`src/rtl/bytewise_read_bridge_pkg.sv`:
```
package bytewise_read_bridge_pkg;
  typedef enum logic {
    BYTE_HI = 1'b0,
    BYTE_LO = 1'b1
  } byte_sel_e;
endpackage

```
`src/rtl/bwr_reg_bank.sv`:
```
module bwr_reg_bank #(
  parameter int NUM_REGS = 4,
  parameter int DATA_W   = 16,
  localparam int IDX_W   = $clog2(NUM_REGS)
) (
  input  logic                       clk_i,
  input  logic                       rst_ni,
  input  logic                       wr_en_i,
  input  logic [IDX_W-1:0]           wr_idx_i,
  input  logic [DATA_W-1:0]          wr_data_i,
  output logic [NUM_REGS*DATA_W-1:0] regs_o
);
  for (genvar g = 0; g < NUM_REGS; g++) begin : g_reg
    logic [DATA_W-1:0] q;
    always_ff @(posedge clk_i or negedge rst_ni) begin
      if (!rst_ni)                                  q <= '0;
      else if (wr_en_i && wr_idx_i == IDX_W'(g))    q <= wr_data_i;
    end
    assign regs_o[g*DATA_W +: DATA_W] = q;
  end
endmodule

```
`src/rtl/bwr_hold_latch.sv`:
```
module bwr_hold_latch #(
  parameter int BYTE_W = 8
) (
  input  logic              clk_i,
  input  logic              rst_ni,
  input  logic              load_i,
  input  logic [BYTE_W-1:0] d_i,
  output logic [BYTE_W-1:0] q_o
);
  always_ff @(posedge clk_i or negedge rst_ni) begin
    if (!rst_ni)     q_o <= '0;
    else if (load_i) q_o <= d_i;
  end
endmodule

```
`src/rtl/bwr_read_port.sv`:
```
module bwr_read_port
  import bytewise_read_bridge_pkg::*;
#(
  parameter int NUM_REGS = 4,
  parameter int BYTE_W   = 8,
  localparam int DATA_W  = 2 * BYTE_W,
  localparam int IDX_W   = $clog2(NUM_REGS),
  localparam int ADDR_W  = IDX_W + 1
) (
  input  logic                       clk_i,
  input  logic                       rst_ni,
  input  logic                       rd_en_i,
  input  logic [ADDR_W-1:0]          rd_addr_i,
  input  logic [NUM_REGS*DATA_W-1:0] regs_i,
  input  logic [BYTE_W-1:0]          hold_i,
  output logic                       cap_en_o,
  output logic [BYTE_W-1:0]          cap_data_o,
  output logic [BYTE_W-1:0]          rd_data_o
);
  logic [IDX_W-1:0]  idx;
  byte_sel_e         sel;
  logic [DATA_W-1:0] word;
  logic [BYTE_W-1:0] next_byte;

  assign idx  = rd_addr_i[ADDR_W-1:1];
  assign sel  = byte_sel_e'(rd_addr_i[0]);
  assign word = regs_i[idx*DATA_W +: DATA_W];

  assign cap_en_o   = rd_en_i && (sel == BYTE_HI);
  assign cap_data_o = word[BYTE_W-1:0];
  assign next_byte  = (sel == BYTE_HI) ? word[DATA_W-1:BYTE_W] : hold_i;

  always_ff @(posedge clk_i or negedge rst_ni) begin
    if (!rst_ni)      rd_data_o <= '0;
    else if (rd_en_i) rd_data_o <= next_byte;
  end
endmodule

```
`src/rtl/bytewise_read_bridge.sv`:
```
module bytewise_read_bridge #(
  parameter int NUM_REGS = 4,
  parameter int BYTE_W   = 8,
  localparam int DATA_W  = 2 * BYTE_W,
  localparam int IDX_W   = $clog2(NUM_REGS),
  localparam int ADDR_W  = IDX_W + 1
) (
  input  logic              clk_i,
  input  logic              rst_ni,
  input  logic              wr_en_i,
  input  logic [IDX_W-1:0]  wr_idx_i,
  input  logic [DATA_W-1:0] wr_data_i,
  input  logic              rd_en_i,
  input  logic [ADDR_W-1:0] rd_addr_i,
  output logic [BYTE_W-1:0] rd_data_o
);
  logic [NUM_REGS*DATA_W-1:0] regs;
  logic                       cap_en;
  logic [BYTE_W-1:0]          cap_data;
  logic [BYTE_W-1:0]          hold_q;

  bwr_reg_bank #(.NUM_REGS(NUM_REGS), .DATA_W(DATA_W)) u_bank (
    .clk_i, .rst_ni, .wr_en_i, .wr_idx_i, .wr_data_i, .regs_o(regs)
  );

  bwr_hold_latch #(.BYTE_W(BYTE_W)) u_hold (
    .clk_i, .rst_ni, .load_i(cap_en), .d_i(cap_data), .q_o(hold_q)
  );

  bwr_read_port #(.NUM_REGS(NUM_REGS), .BYTE_W(BYTE_W)) u_rd (
    .clk_i, .rst_ni, .rd_en_i, .rd_addr_i, .regs_i(regs), .hold_i(hold_q),
    .cap_en_o(cap_en), .cap_data_o(cap_data), .rd_data_o
  );
endmodule

```
`config.mk`:
```
export PLATFORM = sky130hd
export DESIGN_NAME = bytewise_read_bridge
export DESIGN_NICKNAME = d
export VERILOG_FILES = /design/src/rtl/bytewise_read_bridge_pkg.sv /design/src/rtl/bwr_reg_bank.sv /design/src/rtl/bwr_hold_latch.sv /design/src/rtl/bwr_read_port.sv /design/src/rtl/bytewise_read_bridge.sv
export SDC_FILE = /design/constraint.sdc
export NUM_CORES = 1
export LEC_CHECK = 0
export BUFFER_PORTS_ARGS = -buffer_cell sky130_fd_sc_hd__buf_2
export CORE_MARGIN = 5
export CORE_UTILIZATION = 58
export CTS_BUF_LIST = sky130_fd_sc_hd__clkbuf_16
export DETAILED_ROUTE_END_ITERATION = 16
export HOLD_SLACK_MARGIN = 0.06
export PLACE_DENSITY = 0.88
export SLEW_MARGIN = 10
export SYNTH_ARGS = -nofsm -noshare
export SYNTH_HDL_FRONTEND = slang
export SYNTH_SLANG_ARGS = --single-unit
```
`constraint.sdc`:
```
create_clock -name clk_i -period 1.6 [get_ports clk_i]
set_input_delay 0.24 -clock clk_i [delete_from_list [all_inputs] [get_ports clk_i]]
set_output_delay 0.24 -clock clk_i [all_outputs]
set_load 0.01 [all_outputs]
```
* Yosys cells after proc, flatten, opt, wreduce, memory -nomap -nowiden
Index checks and enable logic that the tools add are counted.
Storage, ports and cells: bits in registers 80, input port bits 25, output and inout port bits 8, logic and storage cells 18
Operators by class: equal/unequal tests 3, shifts and indexed selects 1, mux-type cells 1, bitwise logic cells 1, reductions and logical operators 6
Operator list (count):
- 64-bit by 7-bit indexed part select with 16-bit output | 1
- 8-bit two-way mux | 1
- 1-bit logical AND | 5
- 2-bit == test (second input constant) | 2
- 2-bit by 1-bit == test with 1-bit output (second input constant) | 1
- 2-bit zero test | 1
- 1-bit NOT | 1

* Depth between registers and ports, before layout
word-level depth 2, depth in mapped cells 5, gate-level depth less buffers 3

* By module
A second synthesis with hierarchy kept.
Unflattened totals: cells, all modules 209, area total of the unflattened synthesis 3568.4 um2
Modules (own cells, without submodules):
- bwr_reg_bank | instances 1, cells an instance 136, area an instance 2411.1 um2, seq. area each 1601.5 um2
- bwr_read_port | instances 1, cells an instance 56, area an instance 825.8 um2, seq. area each 200.2 um2
- bwr_hold_latch | instances 1, cells an instance 17, area an instance 331.6 um2, seq. area each 200.2 um2

* Worst setup path after synthesis
OpenSTA, ideal clock, no wires.
path kind in2reg, start input port rd_addr_i[1], end register u_hold.q_o[0], setup time 0.125 ns, arrival time 1.232 ns, required time 1.475 ns, setup slack 0.243 ns, stages 4, buffers on the path 2, path through buf_6 buf_12 mux4_2 mux2_4
Between the ends: longest elaborated chain between the ends 1
Ends and longest elaborated chain:
- from (decl) | line bytewise_read_bridge.sv:14 | input logic [ADDR_W-1:0] rd_addr_i,
- 64-bit by 7-bit indexed part select with 16-bit output | line bwr_read_port.sv:27 | assign word = regs_i[idx*DATA_W +: DATA_W];
- to (signal assigned) | line bwr_hold_latch.sv:12 | else if (load_i) q_o <= d_i;
- to (decl) | line bwr_hold_latch.sv:8 | output logic [BYTE_W-1:0] q_o
No other way between the ends. A chain may end at the register's enable or synchronous reset.

* Final worst setup path
start register u_bank.g_reg[1].q[11], end register u_rd.rd_data_o[3]
Between the ends: longest elaborated chain between the ends 2
Ends and longest elaborated chain:
- from (decl) | line bwr_reg_bank.sv:14 | logic [DATA_W-1:0] q;
- from (signal assigned) | line bwr_reg_bank.sv:17 | else if (wr_en_i && wr_idx_i == IDX_W'(g)) q <= wr_data_i;
- 64-bit by 7-bit indexed part select with 16-bit output | line bwr_read_port.sv:27
- 8-bit two-way mux | line bwr_read_port.sv:31 | assign next_byte = (sel == BYTE_HI) ? word[DATA_W-1:BYTE_W] : hold_i;
- to (signal assigned) | line bwr_read_port.sv:35 | else if (rd_en_i) rd_data_o <= next_byte;
- to (decl) | line bwr_read_port.sv:18 | output logic [BYTE_W-1:0] rd_data_o
No other way between the ends.

==> out/metrics.cfg <==
[clocking]
cts_made_buffers = 9
clkSinkCount = 80
cts_hold_repair.buffers = 1
htreeDepth = 3
post_cts_buffers = 0
clk-insertion-delay-late_ns = 0.32
cts-root-buf = clkbuf_16
cts_tree = done
clk_pin_slew_ns = 0.06
clockBufferDepth = 2
post_cts_resized = 0

[pwr]
combPwrFrac_pct = 16.5
ir_worst_vdd_mv = 0.907
power.total_uw = 5730
p_leak_uw = 0.00182
seq_power_share_pct = 47.1
p_int_uw = 4380
clock_power_share_pct = 36.4
p_sw_uw = 1350
sw_frac_of_total_pct = 23.6
powerDensity_mw_per_mm2 = 1400

[die]
rows = 28
die_y_um = 87.6
die_w_um = 87.6
core_area_mm2 = 0.00589
dieArea_mm2 = 0.00768
start_util_pct = 59.4
num_io_pins = 33

[synth]
synth_simple_gate_area_share_pct = 1.97
synth_flop_cell = dfrtp_1
synth_top_area_share_pct = 57.3
netlist_instances = 209
yosys_warnings = 0
syn_nets = 234
synth.yosys.seq_area_share_pct = 57.3
synthXorXnorAreaFrac_pct = 0
synth_compound_area_share_pct = 1.15
yosysTopAreaCell = dfrtp_1
synth-edff-count = 0
synth_cell_types = 18
synth_fa_ha_area_share_pct = 0
mappedNetlistArea_mm2 = 0.00350
synth_mux_area_share_pct = 37.3
synthTopCellsByCount = dfrtp_1 (80), mux2_2 (63), mux4_2 (10)
ys_top_cells_by_area = dfrtp_1 (57%), mux2_2 (20%), mux4_2 (6.4%), mux4_1 (4.5%), mux2_4 (3.4%)
synth_top_family_by_area = multiplexers
synth.most_common_cell = dfrtp_1
ys_seq_elements = 80
async_flop_share_pct = 100
avgSynthCellArea_um2 = 16.7

[setup_path]
cp_max_fo = 2
r2r_slack_ns = 0.32
crit_required_ns = 1.80
worstSetupStartpointType = register
cp-end-kind = register
crit_arrival_ns = 1.48
worstSetupPathType = reg2reg

[status]
status = complete, no violations

[routing]
drc = 0
vias = 1952
drt_iter0_markers = 86
post_drt_wl_per_cell_um = 21.2
drt_wl_total_mm = 6.97
detail-route-antenna-nets = 0
vias_per_cell = 5.95
first_pass_iters = 4

[sta]
tightest_slew_ns = 0.410
finalHoldViolCount = 0
slew_violations = 0
post-route-period-util_pct = 79.8
period_needed_ns = 1.28
setup_tns_ns = 0
setup_viol = 0
grt_setup_unrepaired = false
fmaxAchievable_ghz = 0.783
max-slew-margin-rel_pct = 72.7
worst_clock_skew_ns = 0.00447

[cells_and_area]
fin_util_pct = 69.5
fin_nets = 274
diodes = 0
fillerInstances = 392
syn_to_final_growth_pct = 17.1
drive_gt1_share_pct = 53.0

[grt]
grt_max_degree = 56
grtUsageTotal_pct = 20.8
grt_pass1_vias = 2265
grt-ovfl-total = 0
grt_pass1_wl_mm = 11.8
antenna_found_initial = 0

[job]
cap_viol_max_count = 0

[placement]
dp_hpwl_mm = 4.45
port_buffers = 32
place_congestion = 0.727

[worst_hold_path]
hold_path_class = in2reg

## layer usage
metal,global-route usage [%],routed length (um),up-vias
li1,-,-,863
met1,25.7,2840,1026
met2,35.9,3740,47
met3,3.95,250,16
met4,8.79,140,0
met5,0,0,-
## registers in the layout, summed over array words and instances, names as in the netlist
register and count:
u_bank.g.q 64, u_hold.q_o 8, u_rd.rd_data_o 8
## per-stage QoR
stage          instance area (um^2)  setup slack [ns]  std cells  hold WS [ns]
2_1_floorplan                  3500             0.243        209       -0.0556
3_3_place_gp                   3780             0.152        312         0.175
3_5_place_dp                   3780             0.109        312         0.176
4_1_cts                        4090             0.329        328         0.183
5_1_grt                        4090             0.281        328         0.192
6_report                       4090             0.323        328         0.188
## power by group through the flow
stage | registers, uW | logic [uW] | clock network (uW)
after floorplan | 2640 | 674 | 0
after global placement | 2690 | 894 | 0
after detailed placement | 2720 | 946 | 0
after CTS | 2700 | 961 | 2110
after global routing | 2750 | 1030 | 2200
final | 2700 | 945 | 2090
## cells by family after synthesis
logic type / count (synthesis)
buf+inv: 12
mux: 96
compound gates: 8
simple gates: 13
flops: 80
## worst paths after layout
kind / startpoint / end / cells past startpoint
worst min-delay path: wr_data_i[5] / u_bank.g_reg[0].q[5] / 2
worst min register to register: u_bank.g_reg[0].q[5] / u_bank.g_reg[0].q[5] / 1
worst max register to register: u_bank.g_reg[1].q[11] / u_rd.rd_data_o[3] / 3
worst max-delay path: u_bank.g_reg[1].q[11] / u_rd.rd_data_o[3] / 3
max in group asynchronous: rst_ni / u_bank.g_reg[1].q[1] / 3
min in group asynchronous: rst_ni / u_bank.g_reg[1].q[10] / 2
## worst max-delay path: stages (launching register included)
cell	delay, ns
dfrtp_1	0.38
mux4_1	0.54
mux2i_1	0.15
a21oi_1	0.08
## placed cells by master (no fill, tap or decap), drive strengths merged
cell type and instances:
nor2b 1, nand3b 2, dlygate4sd3 1, clkinv 3
nand3 1, mux2 72, bufinv 2, nor3b 1
a21oi 8, mux2i 8, clkbuf 9, nor2 8
inv 1, mux4 16, dfrtp 80, buf 40
## layout make-up
class | instances | area (um^2) | area share, %
Timing Repair Buffer | 41 | 283 | 6.91
Clock inverter | 6 | 76.3 | 1.86
Clock buffer | 9 | 225 | 5.50
Sequential cell | 80 | 2000 | 48.9
Tap cell | 75 | 93.8 | 2.29
Multi-Input combinational cell | 117 | 1410 | 34.5
(Power assumes the default switching activity.)
